## src/rtl/ir_rx_pkg.sv

```systemverilog
package ir_rx_pkg;

    localparam logic [7:0] OFF_CTRL  = 8'h00;
    localparam logic [7:0] OFF_RXCFG = 8'h10;
    localparam logic [7:0] OFF_DATA  = 8'h20;
    localparam logic [7:0] OFF_IEN   = 8'h2C;
    localparam logic [7:0] OFF_STAT  = 8'h30;
    localparam logic [7:0] OFF_SAMP  = 8'h34;

    localparam int BIT_OVF   = 0;
    localparam int BIT_PEND  = 1;
    localparam int BIT_AVAIL = 4;
    localparam int FIELD_LSB = 8;
    localparam int BIT_INV   = 2;

    typedef struct packed {
        logic avail;
        logic pend;
        logic ovf;
    } flags_t;

    typedef struct packed {
        logic [1:0] mode;
        logic       rx_en;
        logic       glb_en;
    } ctrl_t;

    function automatic logic [7:0] flags_to_byte(flags_t f);
        logic [7:0] b;
        b            = '0;
        b[BIT_OVF]   = f.ovf;
        b[BIT_PEND]  = f.pend;
        b[BIT_AVAIL] = f.avail;
        return b;
    endfunction

    function automatic flags_t byte_to_flags(logic [7:0] b);
        flags_t f;
        f.ovf   = b[BIT_OVF];
        f.pend  = b[BIT_PEND];
        f.avail = b[BIT_AVAIL];
        return f;
    endfunction

    function automatic logic [7:0] ctrl_to_byte(ctrl_t c);
        logic [7:0] b;
        b      = '0;
        b[0]   = c.glb_en;
        b[1]   = c.rx_en;
        b[5:4] = c.mode;
        return b;
    endfunction

    function automatic ctrl_t byte_to_ctrl(logic [7:0] b);
        ctrl_t c;
        c.glb_en = b[0];
        c.rx_en  = b[1];
        c.mode   = b[5:4];
        return c;
    endfunction

endpackage

```

## src/rtl/ir_rx_fifo.sv

```systemverilog
module ir_rx_fifo #(
    parameter int DEPTH = 16,
    parameter int AW    = $clog2(DEPTH),
    parameter int CNT_W = AW + 1
) (
    input  logic             clk,
    input  logic             rst,
    input  logic             push,
    input  logic [7:0]       push_data,
    input  logic             pop_req,
    output logic [7:0]       head,
    output logic [CNT_W-1:0] count,
    output logic             empty,
    output logic             dropped
);
    logic [7:0]    mem [DEPTH];
    logic [AW-1:0] wr_ptr, rd_ptr;
    logic          full, pop_go, push_go;

    assign empty   = (count == '0);
    assign full    = (count == CNT_W'(DEPTH));
    assign pop_go  = pop_req && !empty;
    assign push_go = push && (!full || pop_go);
    assign dropped = push && !push_go;
    assign head    = mem[rd_ptr];

    always_ff @(posedge clk) begin
        if (push_go) begin
            mem[wr_ptr] <= push_data;
        end
    end

    always_ff @(posedge clk) begin
        if (rst) begin
            wr_ptr <= '0;
            rd_ptr <= '0;
            count  <= '0;
        end else begin
            if (push_go) wr_ptr <= wr_ptr + 1'b1;
            if (pop_go)  rd_ptr <= rd_ptr + 1'b1;
            count <= count + CNT_W'(push_go) - CNT_W'(pop_go);
        end
    end

    // the count never passes the depth
    assert_no_overflow_R3: assert property (@(posedge clk) disable iff (rst)
        count <= CNT_W'(DEPTH));

    // the count moves by at most one per cycle
    assert_count_step_R2: assert property (@(posedge clk) disable iff (rst)
        (count == $past(count)) || (count == $past(count) + 1'b1) ||
        (count == $past(count) - 1'b1));

    // a read of an empty FIFO with no arrival keeps the count
    assert_empty_read_R8: assert property (@(posedge clk) disable iff (rst)
        (pop_req && empty && !push) |=> (count == '0));

endmodule

```

## src/rtl/ir_rx_status.sv

```systemverilog
module ir_rx_status
    import ir_rx_pkg::*;
#(
    parameter int CNT_W = 5,
    parameter int LVL_W = 4
) (
    input  logic             clk,
    input  logic             rst,
    input  logic             hit_ovf,
    input  logic             hit_pend,
    input  logic [CNT_W-1:0] count,
    input  logic [LVL_W-1:0] level,
    input  logic             clr_we,
    input  flags_t           clr_mask,
    input  flags_t           enable,
    output flags_t           flags,
    output logic             irq
);
    flags_t hits, clears;

    always_comb begin
        hits.ovf   = hit_ovf;
        hits.pend  = hit_pend;
        hits.avail = count > CNT_W'(level);
        clears     = clr_we ? clr_mask : '0;
    end

    always_ff @(posedge clk) begin
        if (rst) begin
            flags <= '0;
        end else begin
            flags <= (flags & ~clears) | hits;
        end
    end

    assign irq = |(flags & enable);

    // a packet end is always recorded
    assert_pkt_end_R4: assert property (@(posedge clk) disable iff (rst)
        hit_pend |=> flags.pend);

    // a set in the clearing cycle wins
    assert_set_wins_R6: assert property (@(posedge clk) disable iff (rst)
        (clr_we && clr_mask.ovf && hit_ovf) |=> flags.ovf);

    // a clear with no new event removes the flag
    assert_clear_R6: assert property (@(posedge clk) disable iff (rst)
        (clr_we && clr_mask.pend && !hit_pend) |=> !flags.pend);

    // fill above the trigger level sets the flag
    assert_avail_R5: assert property (@(posedge clk) disable iff (rst)
        (count > CNT_W'(level)) |=> flags.avail);

    // no enabled bit, no interrupt
    assert_irq_quiet_R7: assert property (@(posedge clk) disable iff (rst)
        (enable == '0) |-> !irq);

endmodule

```

## src/rtl/ir_symbol_rx.sv

```systemverilog
module ir_symbol_rx
    import ir_rx_pkg::*;
#(
    parameter int DEPTH = 16
) (
    input  logic        clk,
    input  logic        rst,
    input  logic        bus_wr,
    input  logic        bus_rd,
    input  logic [7:0]  bus_addr,
    input  logic [31:0] bus_wdata,
    output logic [31:0] bus_rdata,
    input  logic        sym_valid,
    input  logic [7:0]  sym_data,
    input  logic        pkt_end,
    output logic        irq,
    output logic        cfg_glb_en,
    output logic        cfg_rx_en,
    output logic [1:0]  cfg_mode,
    output logic        cfg_invert,
    output logic [5:0]  cfg_noise_thr,
    output logic [7:0]  cfg_idle_thr
);
    localparam int AW    = $clog2(DEPTH);
    localparam int CNT_W = AW + 1;
    localparam int LVL_W = AW;

    ctrl_t             ctrl_q;
    logic              inv_q;
    logic [5:0]        noise_q;
    logic [7:0]        idle_q;
    flags_t            en_q;
    logic [LVL_W-1:0]  lvl_q;
    logic [31:0]       rdata_q;
    logic [31:0]       rd_word;

    logic [7:0]        head;
    logic [CNT_W-1:0]  count;
    logic              empty, dropped, pop_req, clr_we;
    flags_t            flags;
    logic              unused_wdata;

    assign unused_wdata = ^bus_wdata;
    assign pop_req = bus_rd && (bus_addr == OFF_DATA);
    assign clr_we  = bus_wr && (bus_addr == OFF_STAT);

    ir_rx_fifo #(.DEPTH(DEPTH)) u_fifo (
        .clk       (clk),
        .rst       (rst),
        .push      (sym_valid),
        .push_data (sym_data),
        .pop_req   (pop_req),
        .head      (head),
        .count     (count),
        .empty     (empty),
        .dropped   (dropped)
    );

    ir_rx_status #(.CNT_W(CNT_W), .LVL_W(LVL_W)) u_status (
        .clk      (clk),
        .rst      (rst),
        .hit_ovf  (dropped),
        .hit_pend (pkt_end),
        .count    (count),
        .level    (lvl_q),
        .clr_we   (clr_we),
        .clr_mask (byte_to_flags(bus_wdata[7:0])),
        .enable   (en_q),
        .flags    (flags),
        .irq      (irq)
    );

    always_comb begin
        rd_word = '0;
        case (bus_addr)
            OFF_CTRL:  rd_word[7:0] = ctrl_to_byte(ctrl_q);
            OFF_RXCFG: rd_word[BIT_INV] = inv_q;
            OFF_DATA:  rd_word[7:0] = empty ? 8'h00 : head;
            OFF_IEN: begin
                rd_word[7:0]                  = flags_to_byte(en_q);
                rd_word[FIELD_LSB +: LVL_W]   = lvl_q;
            end
            OFF_STAT: begin
                rd_word[7:0]                  = flags_to_byte(flags);
                rd_word[FIELD_LSB +: CNT_W]   = count;
            end
            OFF_SAMP: begin
                rd_word[7:2]  = noise_q;
                rd_word[15:8] = idle_q;
            end
            default:   rd_word = '0;
        endcase
    end

    always_ff @(posedge clk) begin
        if (rst) begin
            ctrl_q  <= '0;
            inv_q   <= 1'b0;
            noise_q <= '0;
            idle_q  <= '0;
            en_q    <= '0;
            lvl_q   <= '0;
            rdata_q <= '0;
        end else begin
            if (bus_rd) rdata_q <= rd_word;
            if (bus_wr) begin
                case (bus_addr)
                    OFF_CTRL:  ctrl_q <= byte_to_ctrl(bus_wdata[7:0]);
                    OFF_RXCFG: inv_q  <= bus_wdata[BIT_INV];
                    OFF_IEN: begin
                        en_q  <= byte_to_flags(bus_wdata[7:0]);
                        lvl_q <= bus_wdata[FIELD_LSB +: LVL_W];
                    end
                    OFF_SAMP: begin
                        noise_q <= bus_wdata[7:2];
                        idle_q  <= bus_wdata[15:8];
                    end
                    default: ;
                endcase
            end
        end
    end

    assign bus_rdata     = rdata_q;
    assign cfg_glb_en    = ctrl_q.glb_en;
    assign cfg_rx_en     = ctrl_q.rx_en;
    assign cfg_mode      = ctrl_q.mode;
    assign cfg_invert    = inv_q;
    assign cfg_noise_thr = noise_q;
    assign cfg_idle_thr  = idle_q;

    // a dropped symbol raises the overflow flag
    assert_drop_flag_R3: assert property (@(posedge clk) disable iff (rst)
        dropped |=> flags.ovf);

    // an empty data read yields zero on the port
    assert_empty_zero_R8: assert property (@(posedge clk) disable iff (rst)
        (pop_req && empty) |=> (bus_rdata == '0));

    // reset leaves the port quiet
    assert_reset_quiet_R1: assert property (@(posedge clk)
        rst |=> (bus_rdata == '0 && !irq));

endmodule

```

## config.mk

```make
export PLATFORM = sky130hd
export DESIGN_NAME = ir_symbol_rx
export DESIGN_NICKNAME = d
export VERILOG_FILES = /design/src/rtl/ir_rx_pkg.sv /design/src/rtl/ir_rx_fifo.sv /design/src/rtl/ir_rx_status.sv /design/src/rtl/ir_symbol_rx.sv
export SDC_FILE = /design/constraint.sdc
export NUM_CORES = 1
export LEC_CHECK = 0
export BUFFER_PORTS_ARGS = -buffer_cell sky130_fd_sc_hd__buf_2
export CORE_ASPECT_RATIO = 0.75
export CORE_MARGIN = 8
export CORE_UTILIZATION = 51
export CTS_CLUSTER_DIAMETER = 80
export DETAILED_ROUTE_END_ITERATION = 12
export PLACE_DENSITY = 0.84
export REMOVE_ABC_BUFFERS = 1
export SLEW_MARGIN = 20
export SYNTH_ARGS = -nofsm -noshare
export SYNTH_HDL_FRONTEND = slang
export SYNTH_SLANG_ARGS = --single-unit
```

## constraint.sdc

```tcl
create_clock -name clk -period 2.53 [get_ports clk]
set_input_delay 0 -clock clk [delete_from_list [all_inputs] [get_ports clk]]
set_output_delay 0 -clock clk [all_outputs]
set_load 0.005 [all_outputs]
```

==> impl_metrics.ini, run 1 <==
[grt]
grt_antenna_before_repair = 2
grt_usage = 0.198
grt_pass1_wl_um = 30700
grt_remaining_overflow = 0
grt_start_max_net_pins = 63
first_global_vias = 5491

[synthesis]
synth_top_cell_by_area = edfxtp_1
ys_types = 62
synth_warnings = 0
async_flop_share = 0
synth_edf_count = 128
synth_commonest_cells = edfxtp_1, dfxtp_1, nand2_1, a21oi_1, nor2_1
ys_seq_area_frac = 0.634
synth_area_per_cell_um2 = 13.8
synthFlopType = edfxtp_1
synth-seq-cells = 190
synthCells = 581
netlist.area_leader.share = 0.479
synthTopCellsByArea = edfxtp_1, dfxtp_1, mux4_2
synth_most_common_cell = edfxtp_1
synth_area_mm2 = 0.00802

[power_and_ir_drop]
intPower_w = 0.00528
peakVddDrop_v = 0.000428
p_sw_w = 0.00167
seqPwrFrac = 0.500
pwr-share-comb = 0.129
cellLeakagePower_nw = 3.42
switching_share = 0.241
power_frac_clock = 0.371
power.density_mw_per_mm2 = 721

[sta]
fin_crit_ns = 2.55
finalHoldViolCount = 0
fmax_mhz = 392
finalClockSkew_ns = 0.00865
rsz0062_at_grt = true
setup_viol = 1
max-slew-margin-rel = 0.519
tns_ns = -0.0218
setup_slack_ns = -0.0218
finalCritPeriodShare = 1.01
worst_slew_pin_slew_ns = 0.712
slew_viol_final = 0

[worst_setup_path]
crit_arrival_ns = 2.92
startpoint_type = flop
cp.required_ns = 2.90
crit_type = flop to flop
endpoint_kind = flop
worst_path_max_delay_cell = or4b_4
max_stage_delay_ns = 0.48
cp_max_fo = 2
cp_cell_sequence = inv_2 -> ha_4 -> or4b_4 -> nand3_4 -> o21ai_2 -> ha_2 -> inv_2 -> fa_2 -> inv_2 -> a21oi_2 -> nor2_2 -> or3_4 -> a21oi_2
crit_path_frequent_cell = inv_2

[floorplan]
die_h_um = 125
core_region_area_mm2 = 0.0153
start_util = 0.523
fp-row-count = 39
die-area_mm2 = 0.0200
ios = 106
die_x_um = 161

[routing]
via_count = 5556
drt_wl_total_um = 20300
vias_per_cell = 5.97
firstDrtPassIters = 6
antenna_left = 0
drc = 0
drtIter0Drc = 850
wl_per_cell_um = 21.8

[cts]
cts_tree = built
numCtsBuffers = 17
numClockSinks = 190
clockBufferDepth = 2
h-tree-depth = 4
root_buffer = clkbuf_16
clk_pin_slew_ns = 0.07
clock_latency_ns = 0.44

[placement]
place_congestion = 0.864
hpwl_um = 12900
numPortBuffers = 73
pre_cts_ws_ns = -0.205

[cells_and_area]
register_area_mm2 = 0.00509
multiInputGateArea_mm2 = 0.00265
fin_nets = 780
drive_above_1_share = 0.291
fillers = 1076
area_growth_pct = 20.2

[flow_run]
cap_violations = 0

[outcome]
outcome = finished, violations left
violations = negative setup slack

[worst_hold_path]
hold_class = primary input to flop
worst paths after layout:
| kind | startpoint | endpoint | slack [ns] | cells after the start |
|---|---|---|---|---|
| worst max-delay path | u_fifo.count[3]$_SDFF_PP0_ | u_fifo.count[4]$_SDFF_PP0_ | -0.02 | 13 |
| worst min register to register | bus_rdata[12]$_SDFFE_PP0P_ | bus_rdata[12]$_SDFFE_PP0P_ | 0.46 | 2 |
| worst min-delay path | bus_addr[5] | cfg_invert$_SDFFE_PP0P_ | 0.03 | 4 |
| worst max register to register | u_fifo.count[3]$_SDFF_PP0_ | u_fifo.count[4]$_SDFF_PP0_ | -0.02 | 13 |
per-layer routing:
layer	track usage	up-vias	share of wire
met5	0	-	0
li1	-	2425	-
met3	0.0548	64	0.091
met4	0.0674	0	0.030
met1	0.251	2737	0.38
met2	0.321	330	0.49
worst max-delay path: cells and delay by family, from the launching register on:
family | cells | cell delay [ns]
simple gates | 4 | 1.03
fa+ha+maj | 3 | 0.57
buf+inv | 3 | 0.18
flops | 1 | 0.32
compound gates | 3 | 0.37
cell families after synthesis:
group                      share of synthesized area
AOI/OAI and AO/OA                             0.0733
muxes                                          0.105
adders and majority gates                     0.0243
xor gates and xnor gates                     0.00874
DFF                                            0.634
other                                       0.000468
and+or+nand+nor                                0.105
buffers and inverters                         0.0487
metrics by stage:
stage / cell area, µm² / cells / utilization / total power, W / hold WS [ns]
6_report: 9640 / 931 / 0.629 / 0.00695 / 0.0341
5_1_grt: 9640 / 931 / 0.629 / 0.00717 / 0.0413
4_1_cts: 9540 / 923 / 0.623 / 0.00685 / 0.0146
3_5_place_dp: 8670 / 863 / 0.566 / 0.00422 / 0.245
3_3_place_gp: 8670 / 863 / 0.566 / 0.00416 / 0.208
2_1_floorplan: 7740 / 548 / - / 0.00391 / 0.0662
power by group through the flow:
stage / registers [W] / logic [W] / clock network, W
2_1_floorplan: 0.00353 / 0.000378 / 0
3_3_place_gp: 0.00352 / 0.000639 / 0
3_5_place_dp: 0.00353 / 0.000689 / 0
4_1_cts: 0.00347 / 0.000778 / 0.00260
5_1_grt: 0.00348 / 0.000967 / 0.00273
6_report: 0.00347 / 0.000896 / 0.00258
layout make-up:
type / count / area share
Clock buffer: 18 / 0.0445
Timing Repair Buffer: 144 / 0.104
Antenna cell: 2 / 0.000519
Tap cell: 205 / 0.0266
Multi-Input combinational cell: 342 / 0.275
Clock inverter: 14 / 0.0149
Inverter: 16 / 0.00623
Sequential cell: 190 / 0.528
layout by cell type (no fill, tap or decap), types with 28 or more instances in the layout:
cell type | Yosys | layout
dfxtp_1 | 62 | 60
a21oi_1 | 40 | 38
buf_2 | 7 | 73
nand2_1 | 60 | 60
edfxtp_1 | 128 | 128
nor2_1 | 39 | 38
mux4_2 | 30 | 30
dlygate4sd3_1 | 0 | 28
nand3_1 | 29 | 28
buf_4 | 22 | 40
sequential cells by signal, indices dropped and copies added, names as in the netlist, named ones only:
signal          flops
cfg_idle_thr        8
u_fifo.mem        128
u_fifo.rd_ptr       4
cfg_glb_en          1
bus_rdata          16
u_fifo.count        5
cfg_noise_thr       6
lvl_q               4
u_status.flags      3
cfg_mode            2
cfg_rx_en           1
cfg_invert          1
en_q                3
u_fifo.wr_ptr       4
what timing repair did:
action	CTS	global route
hold endpoints to repair	157	5
setup endpoints to repair	1	1
hold buffers	27	1
resized for setup	9	10
pin swaps	3	5
buffers inserted	1	4
(Power assumes the default switching activity.)
==> run 2: changes to the inputs <==
Settings changed: ABC_AREA from default to 1.
==> run 2 against run 1 <==
  * Worst setup slack gained 0.095 ns
  * The run now ends clean
  * Synthesized cell count grew 43%
  * Via count rose by 17%
  * Count of clock-buffer cells in the layout up 3
  * Critical path type unchanged
  * First-iteration DRC count fell by 15%
  * Sequential cell count is the same
  * Sequential share of layout area down 1.2 points
  * Critical path depth up 3
  * Routed wire length up 2.3%
  * Clock skew grew 0.0027 ns
==> impl_metrics.ini, run 2 <==
[outcome]
outcome = finished clean

[synthesis]
synthTopCellsByArea = edfxtp_1, dfxtp_1, nand2_1
netlist.area_leader.share = 0.468
synth_top_cell_by_area = edfxtp_1
synth_area_mm2 = 0.00821
ys_types = 37
synth_most_common_cell = nand2_1
ys_seq_area_frac = 0.620
synth_commonest_cells = nand2_1, edfxtp_1, nand3_1, a21oi_1, dfxtp_1
synth_area_per_cell_um2 = 9.91
synth-seq-cells = 190
async_flop_share = 0
synthCells = 828
synth_warnings = 0
synthFlopType = edfxtp_1
synth_edf_count = 128

[worst_setup_path]
endpoint_kind = flop
cp.required_ns = 2.85
startpoint_type = flop
cp_max_fo = 4
crit_type = flop to flop
reg2reg_slack_ns = 0.07
crit_arrival_ns = 2.77

[routing]
wl_per_cell_um = 17.7
drc = 0
drt_wl_total_um = 20700
drtIter0Drc = 720
vias_per_cell = 5.54
via_count = 6489
firstDrtPassIters = 6
antenna_left = 0

[cts]
numClockSinks = 190
clock_latency_ns = 0.44
root_buffer = clkbuf_16
clockBufferDepth = 2
h-tree-depth = 4
numCtsBuffers = 17
clk_pin_slew_ns = 0.07
cts_tree = built

[floorplan]
core_region_area_mm2 = 0.0159
die-area_mm2 = 0.0204
die_x_um = 162
ios = 106
fp-row-count = 40
start_util = 0.517
die_h_um = 126

[placement]
hpwl_um = 13400
numPortBuffers = 73
place_congestion = 0.908
placed_area_mm2 = 0.00886
dp.cells = 1103

[flow_run]
cap_violations = 0

[grt]
grt_antenna_before_repair = 0
grt_usage = 0.198
first_global_vias = 6200
grt_start_max_net_pins = 71
grt_remaining_overflow = 0
grt_pass1_wl_um = 31700

[cells_and_area]
final_cell_mix = nand2_1, edfxtp_1, nand3_1
top_register = u_fifo.mem
layout_commonest_cell = nand2_1
fillers = 1159
final_cells = 1171
final_area_mm2 = 0.00986
antennaDiodeCount = 0
largest_reg_flops = 128
drive_above_1_share = 0.179
fin_nets = 1017
area_growth_pct = 20.2

[worst_hold_path]
hold_class = primary input to flop

[sta]
fin_crit_ns = 2.46
max-slew-margin-rel = 0.432
fmax_mhz = 407
finalClockSkew_ns = 0.0113
finalHoldViolCount = 0
setup_viol = 0
finalCritPeriodShare = 0.971
worst_slew_pin_slew_ns = 0.851
slew_viol_final = 0

[power_and_ir_drop]
peakVddDrop_v = 0.000485
cellLeakagePower_nw = 3.87
power.density_mw_per_mm2 = 715
## run 2: cell types whose count changed after synthesis, moves of 7 or more
| cell | change |
|---|---|
| nand2_1 | +116 |
| nand3_1 | +98 |
| inv_1 | +42 |
| o21ai_0 | +37 |
| mux4_2 | -30 |
| a21oi_1 | +23 |
| mux2i_1 | -12 |
| buf_2 | +9 |
| clkbuf_1 | +9 |
| inv_2 | +8 |
| nor2_1 | +7 |
## run 2: power by group
group	leakage [nW]	internal [W]	switching, W	total (W)
Sequential	1.66	0.00343	0.0000676	0.00349
Clock	0.313	0.00154	0.00120	0.00274
Combinational	1.90	0.000310	0.000509	0.000819
Total	3.87	0.00527	0.00178	0.00705
## run 2: cell families after synthesis
logic type / Yosys count / synth area share
AO/OA/AOI/OAI: 122 / 0.0787
XOR/XNOR: 5 / 0.00534
adder cells (fa/ha/maj): 15 / 0.0238
buffers and inverters: 120 / 0.0653
flip-flops: 190 / 0.620
other: 1 / 0.000457
AND/OR/NAND/NOR: 375 / 0.207
## run 2: per-stage QoR
| stage | utilization | power [W] | worst slack (ns) | TNS [ns] | hold WS [ns] |
|---|---|---|---|---|---|
| 2_1_floorplan | - | 0.00397 | -0.253 | -1.69 | 0.0667 |
| 3_3_place_gp | 0.559 | 0.00420 | 0.0880 | 0 | 0.244 |
| 3_5_place_dp | 0.559 | 0.00424 | -0.0564 | -0.0564 | 0.245 |
| 4_1_cts | 0.619 | 0.00697 | 0.00408 | 0 | 0.00485 |
| 5_1_grt | 0.621 | 0.00725 | -0.0331 | -0.0331 | 0.0459 |
| 6_report | 0.621 | 0.00705 | 0.0736 | 0 | 0.0203 |
## run 2: repair_timing
action                     in CTS  in global routing
setup endpoints to repair       1                  1
pin swaps                       0                  3
resized for setup               3                  8
hold endpoints to repair      160                  0
hold buffers                   34                  0
buffers inserted                0                  2
## run 2: cell type report
cell class                 instances  area (µm²)  area share
clock inverter                    11         103      0.0104
clock buffer                      21         514      0.0522
multi-input combinational        533        2660       0.270
tap                              210         263      0.0266
inverter                          67         256      0.0260
sequential                       190        5090       0.516
timing repair buffer             139         971      0.0985
## run 2: metal layers
layer | track usage | part of all wire | up-vias
met5 | 0 | 0 | -
met1 | 0.253 | 0.40 | 3063
met4 | 0.0598 | 0.017 | 0
met2 | 0.311 | 0.46 | 353
met3 | 0.0703 | 0.12 | 33
li1 | - | - | 3040
## run 2: final timing paths
check,from,end,cells past startpoint
worst max-delay path,u_fifo.count[2]$_SDFF_PP0_,u_fifo.count[4]$_SDFF_PP0_,16
worst min-delay path,bus_addr[6],cfg_invert$_SDFFE_PP0P_,4
worst max register to register,u_fifo.count[2]$_SDFF_PP0_,u_fifo.count[4]$_SDFF_PP0_,16
worst min register to register,bus_rdata[0]$_SDFFE_PP0P_,bus_rdata[0]$_SDFFE_PP0P_,2
## run 2: critical path, cell delays in order (launching register included)
cell	delay [ns]
dfxtp_2	0.36
inv_2	0.07
ha_2	0.19
nand3_2	0.11
nor2_4	0.07
nor2_8	0.12
nand2_4	0.07
nor2_2	0.11
inv_1	0.08
nand2_1	0.07
ha_1	0.19
inv_1	0.07
fa_2	0.35
nor3_1	0.22
a211oi_2	0.08
o21ai_1	0.11
a21oi_1	0.06
